**config.mk**
```make
export PLATFORM = sky130hd
export DESIGN_NAME = prog_addr_unit
export DESIGN_NICKNAME = d
export VERILOG_FILES = /design/src/rtl/prog_addr_pkg.sv /design/src/rtl/pa_counter.sv /design/src/rtl/pa_decode.sv /design/src/rtl/pa_readmask.sv /design/src/rtl/prog_addr_unit.sv
export SDC_FILE = /design/constraint.sdc
export NUM_CORES = 1
export LEC_CHECK = 0
export CAP_MARGIN = 10
export CELL_PAD_IN_SITES_DETAIL_PLACEMENT = 1
export CELL_PAD_IN_SITES_GLOBAL_PLACEMENT = 1
export CORE_ASPECT_RATIO = 0.75
export CORE_MARGIN = 3
export CORE_UTILIZATION = 24
export DETAILED_ROUTE_END_ITERATION = 16
export GPL_TIMING_DRIVEN = 0
export PLACE_DENSITY_LB_ADDON = 0.12
export SETUP_SLACK_MARGIN = 0.2
export SLEW_MARGIN = 10
export SYNTH_ARGS = -nofsm -noshare
export SYNTH_HDL_FRONTEND = slang
export SYNTH_SLANG_ARGS = --single-unit
```
**constraint.sdc**
```tcl
create_clock -name clk -period 2.2 [get_ports clk]
set_input_delay 0.55 -clock clk [delete_from_list [all_inputs] [get_ports clk]]
set_output_delay 0.55 -clock clk [all_outputs]
set_load 0.03 [all_outputs]
```
**src/rtl/prog_addr_pkg.sv**
```systemverilog
package prog_addr_pkg;

    localparam int PA_PC_W     = 14;
    localparam int PA_FLASH_AW = 10;
    localparam int PA_CFG_AW   = 5;
    localparam int PA_EE_AW    = 7;
    localparam int PA_WORD_W   = 14;
    localparam int PA_EE_DW    = 8;
    localparam int PA_CP_BIT   = 7;
    localparam int PA_CPD_BIT  = 8;

    typedef enum logic [1:0] {
        ST_OFF  = 2'd0,
        ST_USER = 2'd1,
        ST_CFG  = 2'd2
    } pa_state_e;

    typedef enum logic [1:0] {
        RG_NONE   = 2'd0,
        RG_FLASH  = 2'd1,
        RG_CONFIG = 2'd2,
        RG_DATA   = 2'd3
    } pa_region_e;

endpackage

```
**src/rtl/pa_counter.sv**
```systemverilog
module pa_counter
    import prog_addr_pkg::*;
#(
    parameter int PC_W = PA_PC_W
) (
    input  logic            clk,
    input  logic            rst_n,
    input  logic            enter,
    input  logic            leave,
    input  logic            inc,
    input  logic            ldcfg,
    output pa_state_e       st,
    output logic [PC_W-1:0] pc
);
    localparam int LOW_W = PC_W - 1;
    localparam logic [PC_W-1:0] CFG_BASE = {1'b1, {LOW_W{1'b0}}};

    pa_state_e       st_q, st_d;
    logic [PC_W-1:0] pc_q, pc_d;
    logic [LOW_W-1:0] low_next;

    assign low_next = pc_q[LOW_W-1:0] + LOW_W'(1);

    // state register
    always_ff @(posedge clk or negedge rst_n) begin
        if (!rst_n) begin
            st_q <= ST_OFF;
            pc_q <= '0;
        end else begin
            st_q <= st_d;
            pc_q <= pc_d;
        end
    end

    // transitions and counter updates
    always_comb begin
        st_d = st_q;
        pc_d = pc_q;
        unique case (st_q)
            ST_OFF: begin
                if (enter && !leave) begin
                    st_d = ST_USER;
                    pc_d = '0;
                end
            end
            ST_USER: begin
                if (leave) begin
                    st_d = ST_OFF;
                    pc_d = '0;
                end else if (ldcfg) begin
                    st_d = ST_CFG;
                    pc_d = CFG_BASE;
                end else if (inc) begin
                    pc_d = {1'b0, low_next};
                end
            end
            ST_CFG: begin
                if (leave) begin
                    st_d = ST_OFF;
                    pc_d = '0;
                end else if (ldcfg) begin
                    pc_d = CFG_BASE;
                end else if (inc) begin
                    pc_d = {1'b1, low_next};
                end
            end
            default: begin
                st_d = ST_OFF;
                pc_d = '0;
            end
        endcase
    end

    assign st = st_q;
    assign pc = pc_q;
endmodule

```
**src/rtl/pa_decode.sv**
```systemverilog
module pa_decode
    import prog_addr_pkg::*;
#(
    parameter int PC_W     = PA_PC_W,
    parameter int FLASH_AW = PA_FLASH_AW,
    parameter int CFG_AW   = PA_CFG_AW,
    parameter int EE_AW    = PA_EE_AW
) (
    input  pa_state_e           st,
    input  logic [PC_W-1:0]     pc,
    input  logic                sel_data,
    output pa_region_e          region,
    output logic [FLASH_AW-1:0] flash_addr,
    output logic [CFG_AW-1:0]   cfg_addr,
    output logic [EE_AW-1:0]    ee_addr
);
    always_comb begin
        unique case (st)
            ST_OFF:  region = RG_NONE;
            ST_USER: region = sel_data ? RG_DATA : RG_FLASH;
            ST_CFG:  region = sel_data ? RG_DATA : RG_CONFIG;
            default: region = RG_NONE;
        endcase
    end

    // aliasing: each array decodes only its own low bits
    assign flash_addr = pc[FLASH_AW-1:0];
    assign cfg_addr   = pc[CFG_AW-1:0];
    assign ee_addr    = pc[EE_AW-1:0];
endmodule

```
**src/rtl/pa_readmask.sv**
```systemverilog
module pa_readmask
    import prog_addr_pkg::*;
#(
    parameter int WORD_W   = PA_WORD_W,
    parameter int EE_DW    = PA_EE_DW,
    parameter int FLASH_AW = PA_FLASH_AW,
    parameter int CP_BIT   = PA_CP_BIT,
    parameter int CPD_BIT  = PA_CPD_BIT
) (
    input  pa_region_e          region,
    input  logic [FLASH_AW-1:0] flash_addr,
    input  logic [WORD_W-1:0]   cfg_word,
    input  logic [WORD_W-1:0]   raw,
    output logic [WORD_W-1:0]   rdata
);
    logic prog_locked, data_locked, cal_word;
    logic pass_flash, pass_cfg, pass_data;

    assign prog_locked = !cfg_word[CP_BIT];
    assign data_locked = !cfg_word[CPD_BIT];
    assign cal_word    = &flash_addr;

    assign pass_flash = (region == RG_FLASH) && (!prog_locked || cal_word);
    assign pass_cfg   = (region == RG_CONFIG);
    assign pass_data  = (region == RG_DATA) && !data_locked;

    for (genvar b = 0; b < WORD_W; b++) begin : g_lane
        if (b < EE_DW) begin : g_byte
            assign rdata[b] = raw[b] & (pass_flash | pass_cfg | pass_data);
        end else begin : g_upper
            assign rdata[b] = raw[b] & (pass_flash | pass_cfg);
        end
    end
endmodule

```
**src/rtl/prog_addr_unit.sv**
```systemverilog
module prog_addr_unit
    import prog_addr_pkg::*;
#(
    parameter int PC_W     = PA_PC_W,
    parameter int FLASH_AW = PA_FLASH_AW,
    parameter int CFG_AW   = PA_CFG_AW,
    parameter int EE_AW    = PA_EE_AW,
    parameter int WORD_W   = PA_WORD_W,
    parameter int EE_DW    = PA_EE_DW
) (
    input  logic                clk,
    input  logic                rst_n,
    input  logic                mode_enter,
    input  logic                mode_exit,
    input  logic                inc_strobe,
    input  logic                ldcfg_strobe,
    input  logic                sel_data,
    input  logic [WORD_W-1:0]   cfg_word,
    input  logic [WORD_W-1:0]   raw_rdata,
    output logic                active,
    output logic [1:0]          region,
    output logic [PC_W-1:0]     pc,
    output logic [FLASH_AW-1:0] flash_addr,
    output logic [CFG_AW-1:0]   cfg_addr,
    output logic [EE_AW-1:0]    ee_addr,
    output logic [WORD_W-1:0]   rdata
);
    pa_state_e  st;
    pa_region_e rg;

    pa_counter #(.PC_W(PC_W)) u_cnt (
        .clk   (clk),
        .rst_n (rst_n),
        .enter (mode_enter),
        .leave (mode_exit),
        .inc   (inc_strobe),
        .ldcfg (ldcfg_strobe),
        .st    (st),
        .pc    (pc)
    );

    pa_decode #(
        .PC_W(PC_W), .FLASH_AW(FLASH_AW), .CFG_AW(CFG_AW), .EE_AW(EE_AW)
    ) u_dec (
        .st         (st),
        .pc         (pc),
        .sel_data   (sel_data),
        .region     (rg),
        .flash_addr (flash_addr),
        .cfg_addr   (cfg_addr),
        .ee_addr    (ee_addr)
    );

    pa_readmask #(
        .WORD_W(WORD_W), .EE_DW(EE_DW), .FLASH_AW(FLASH_AW)
    ) u_mask (
        .region     (rg),
        .flash_addr (flash_addr),
        .cfg_word   (cfg_word),
        .raw        (raw_rdata),
        .rdata      (rdata)
    );

    assign active = (st != ST_OFF);
    assign region = rg;
endmodule

```
==> results.tsv <==
stage	metric	value	unit
setup_path	worst-path cell chain	inv_2 -> ha_4 -> buf_12 -> a21oi_4 -> o21bai_4 -> o21ai_4 -> buf_12 -> nor4b_4 -> buf_4	
timing	post-route minimum period	2.51	ns
clock_tree	CTS sink count	16	
cells_and_area	register area	413	sq um
pwr	Switching Share	46.9	%
status	outcome	finished, violations left	
routing	post-DR wirelength/cell	17.4	um
logic_synthesis	ys async rst share	100	%
setup_path	CP Buf/Inv Count	4	
clock_tree	CTS tree	yes	
placed_design	Post-Place Worst Slack	-0.982	ns
timing	f_max	0.399	GHz
cells_and_area	commonest cells after routing, fill and taps aside	buf_4, clkdlybuf4s50_1, dlygate4sd2_1, buf_6, dfrtp_2	
routing	Final ANT Viol Nets	0	
setup_path	CP max stage delay	0.40	ns
floorplan	core area	0.00509	sq mm
min_path	HP Start	u_cnt.pc[13]$_DFFE_PN0P_	
cells_and_area	Area Growth Syn to Fin	126	%
pwr	Tot Pwr	0.00273	W
cells_and_area	NumNets Final	303	
cells_and_area	fillers	557	
pwr	Gate power share	77.2	%
logic_synthesis	mean post-synth cell area	8.45	sq um
pwr	clock network power share	10.3	%
grt	first-pass GRT wire length	8510	um
logic_synthesis	prevailing post-synth register cell	dfrtp_1	
timing	Max-slew headroom	47.6	%
grt	number of global-route vias before repair	1573	
min_path	Hold Path Class	reg2reg	
floorplan	DIE HEIGHT	70.2	um
min_path	Worst Hold Endpoint	u_cnt.pc[13]$_DFFE_PN0P_	
cells_and_area	commonest non-fill, non-tap cell in the layout	buf_4	
setup_path	CP delay by family, top	buffers and inverters	
routing	1st-iter DRT viols	61	
setup_path	Critical Path RT	1.65	ns
routing	drt first pass iters	4	
pwr	P_sw	0.00128	W
floorplan	die area	0.00643	sq mm
logic_synthesis	Yosys cell types	40	
setup_path	worst-path maximum fanout	8	
timing	Setup violations, final	14	
setup_path	CP startpoint	u_cnt.st[0]$_DFFE_PN0P_	
timing	setup ws final	-0.307	ns
timing	Min Hold Slack	0.534	ns
floorplan	# IOs	88	
cells_and_area	post-layout util	58.4	%
routing	routed wire length	5860	um
min_path	hold depth	2	
setup_path	Reg2Reg Launch Point	u_cnt.st[0]$_DFFE_PN0P_	
floorplan	die width	91.6	um
setup_path	worst reg-to-reg setup slack	0.01	ns
cells_and_area	Post-Layout Cell Count	336	
timing	Slew Limit Fails	0	
status	failing checks	negative setup slack	
clock_tree	Worst-Skew Late Latency	0.26	ns
clock_tree	Hold Buf Count CTS	0	
grt	gr usage total	16.4	%
setup_path	endpoint type of the worst setup path	output pin	
clock_tree	Clock Path Buffers	2	
setup_path	CP dominant cell by count	buf_12	
setup_path	worst path arrival time	1.96	ns
pwr	VDD IR max	581	uV
pwr	Pwr per Cell Area	919	mW/mm^2
logic_synthesis	FF+latch count, synth	16	
setup_path	Slowest-stage cell, CP	dfrtp_1	
clock_tree	total CTS buffers	3	
pwr	Flop pwr share	12.6	%
logic_synthesis	EDFF count, synth	0	
timing	RSZ-0062 raised after global routing	yes	
routing	via/cell ratio	4.82	
grt	largest net degree at the start of global routing	17	
placed_design	Cells after DPL	303	
floorplan	Initial Util	25.9	%
timing	skew final	0.00101	ns
placed_design	routability cong.	0.726	
floorplan	row count	22	
pwr	leakage power	1.40	nW
logic_synthesis	Ys Warns	0	
clock_tree	H-tree depth	1	
logic_synthesis	synthesized net count	195	
grt	Overflow after GRT	0	
pwr	Pint	0.00145	W
logic_synthesis	Synth Cell Area	0.00132	sq mm
timing	Final Cycle Share	114	%
setup_path	worst-case reg-to-reg path depth	9	
placed_design	buffers added on ports	75	
logic_synthesis	sequential area share after synthesis	30.4	%
routing	DRC viols	0	
grt	antenna violations before repair	1	
timing	Worst-Margin Slew	0.784	ns
routing	detailed-route via count	1621	
job	max-cap violation count	0	
clock_tree	Reg clk slew, reported paths	0.07	ns
cells_and_area	area of the multi-input gates	0.00117	sq mm
placed_design	half-perimeter wire length after placement	3530	um
setup_path	CP Launch Type	flip-flop	
setup_path	Reg2Reg Capture Point	u_cnt.pc[12]$_DFFE_PN0P_	
timing	final hold vios	0	
setup_path	Crit Path Class	reg2out	
logic_synthesis	Mapped Cells	156	
cells_and_area	layout cell share with drive strength beyond 1	55.1	%
clock_tree	Root Buffer	clkbuf_8	
power groups by stage:
stage	clock, W	combinational, W	sequential (W)
floorplan	0	0.000916	0.000363
global placement	0	0.00127	0.000353
detailed placement	0	0.00128	0.000355
CTS	0.000284	0.00176	0.000339
global route	0.000299	0.00222	0.000348
finish	0.000280	0.00211	0.000344
worst max path at each step:
stage                     endpoint  cells after the start
after floorplan           rdata[0]                      5
after global placement    rdata[5]                      5
after detailed placement  rdata[4]                      5
after CTS                 rdata[1]                      9
after global routing      rdata[0]                      6
final                     rdata[0]                      9
cell usage after synthesis, types with 2 or more instances:
master | instances | area share, %
dfrtp_1 | 16 | 30
and3_2 | 2 | 1.1
nand2b_1 | 2 | 0.95
and2_1 | 6 | 2.8
a22o_1 | 3 | 2.0
o21a_1 | 2 | 1.1
o21ai_0 | 6 | 2.3
ha_1 | 4 | 3.8
a21oi_1 | 9 | 3.4
nor3_1 | 3 | 1.1
or4_1 | 3 | 1.7
or3_1 | 2 | 0.95
nor2b_1 | 3 | 1.4
buf_4 | 22 | 13
nand2_1 | 10 | 2.8
a21o_1 | 3 | 1.7
nor2_1 | 8 | 2.3
nand3_1 | 10 | 3.8
o31ai_1 | 3 | 1.7
inv_1 | 8 | 2.3
buf_2 | 3 | 1.1
nor4b_1 | 8 | 5.3
and3_1 | 3 | 1.4
worst min-delay path: cells and delay by family (launching register included):
| family | cells | cell delay (ns) |
|---|---|---|
| flip-flops | 1 | 0.39 |
| AND/OR/NAND/NOR | 1 | 0.07 |
| AO/OA/AOI/OAI | 1 | 0.05 |
cell type report:
type,instances,area share (%)
Multi-Input combinational cell,108,39.3
Timing Repair Buffer,102,33.6
Sequential cell,16,13.9
Buffer,25,7.11
Tap cell,72,3.03
Clock buffer,4,1.85
Inverter,8,1.22
Antenna cell,1,0.0841
cell families (layout without fill, tap and decap cells):
family | after synthesis | count (layout) | share of synthesized area, %
multiplexers | 1 | 1 | 0.854
other | 0 | 1 | 0
AO/OA/AOI/OAI | 36 | 37 | 19.4
XOR/XNOR | 1 | 1 | 0.664
flip-flops | 16 | 16 | 30.4
adder cells (fa/ha/maj) | 4 | 4 | 3.80
buffers and inverters | 33 | 139 | 15.9
AND/OR/NAND/NOR | 65 | 65 | 29.0
metal layers:
metal,GRT usage (%),share of wire (%),vias up
met2,25.0,48,49
met3,5.17,5.8,4
met5,0,0,-
met4,2.17,0.39,0
met1,23.0,45,800
li1,-,-,768
sequential cells by signal, indices dropped and copies added, names as in the netlist:
signal and flops:
u_cnt.st 2, u_cnt.pc 14
through the flow:
stage / TNS (ns) / instance area [sq um]
2_1_floorplan: -0.0245 / 1580
3_3_place_gp: -15.58 / 2420
3_5_place_dp: -15.71 / 2420
4_1_cts: -3.44 / 2750
5_1_grt: -5.90 / 2980
6_report: -3.92 / 2980
what timing repair did:
action / 4_1_cts / 5_1_grt
hold endpoints to repair: 0 / 0
buffers inserted: 15 / 11
gates cloned: 2 / 0
setup endpoints to repair: 52 / 35
gates resized for setup: 172 / 36
pin swaps: 23 / 19
(Power assumes the default switching activity.)
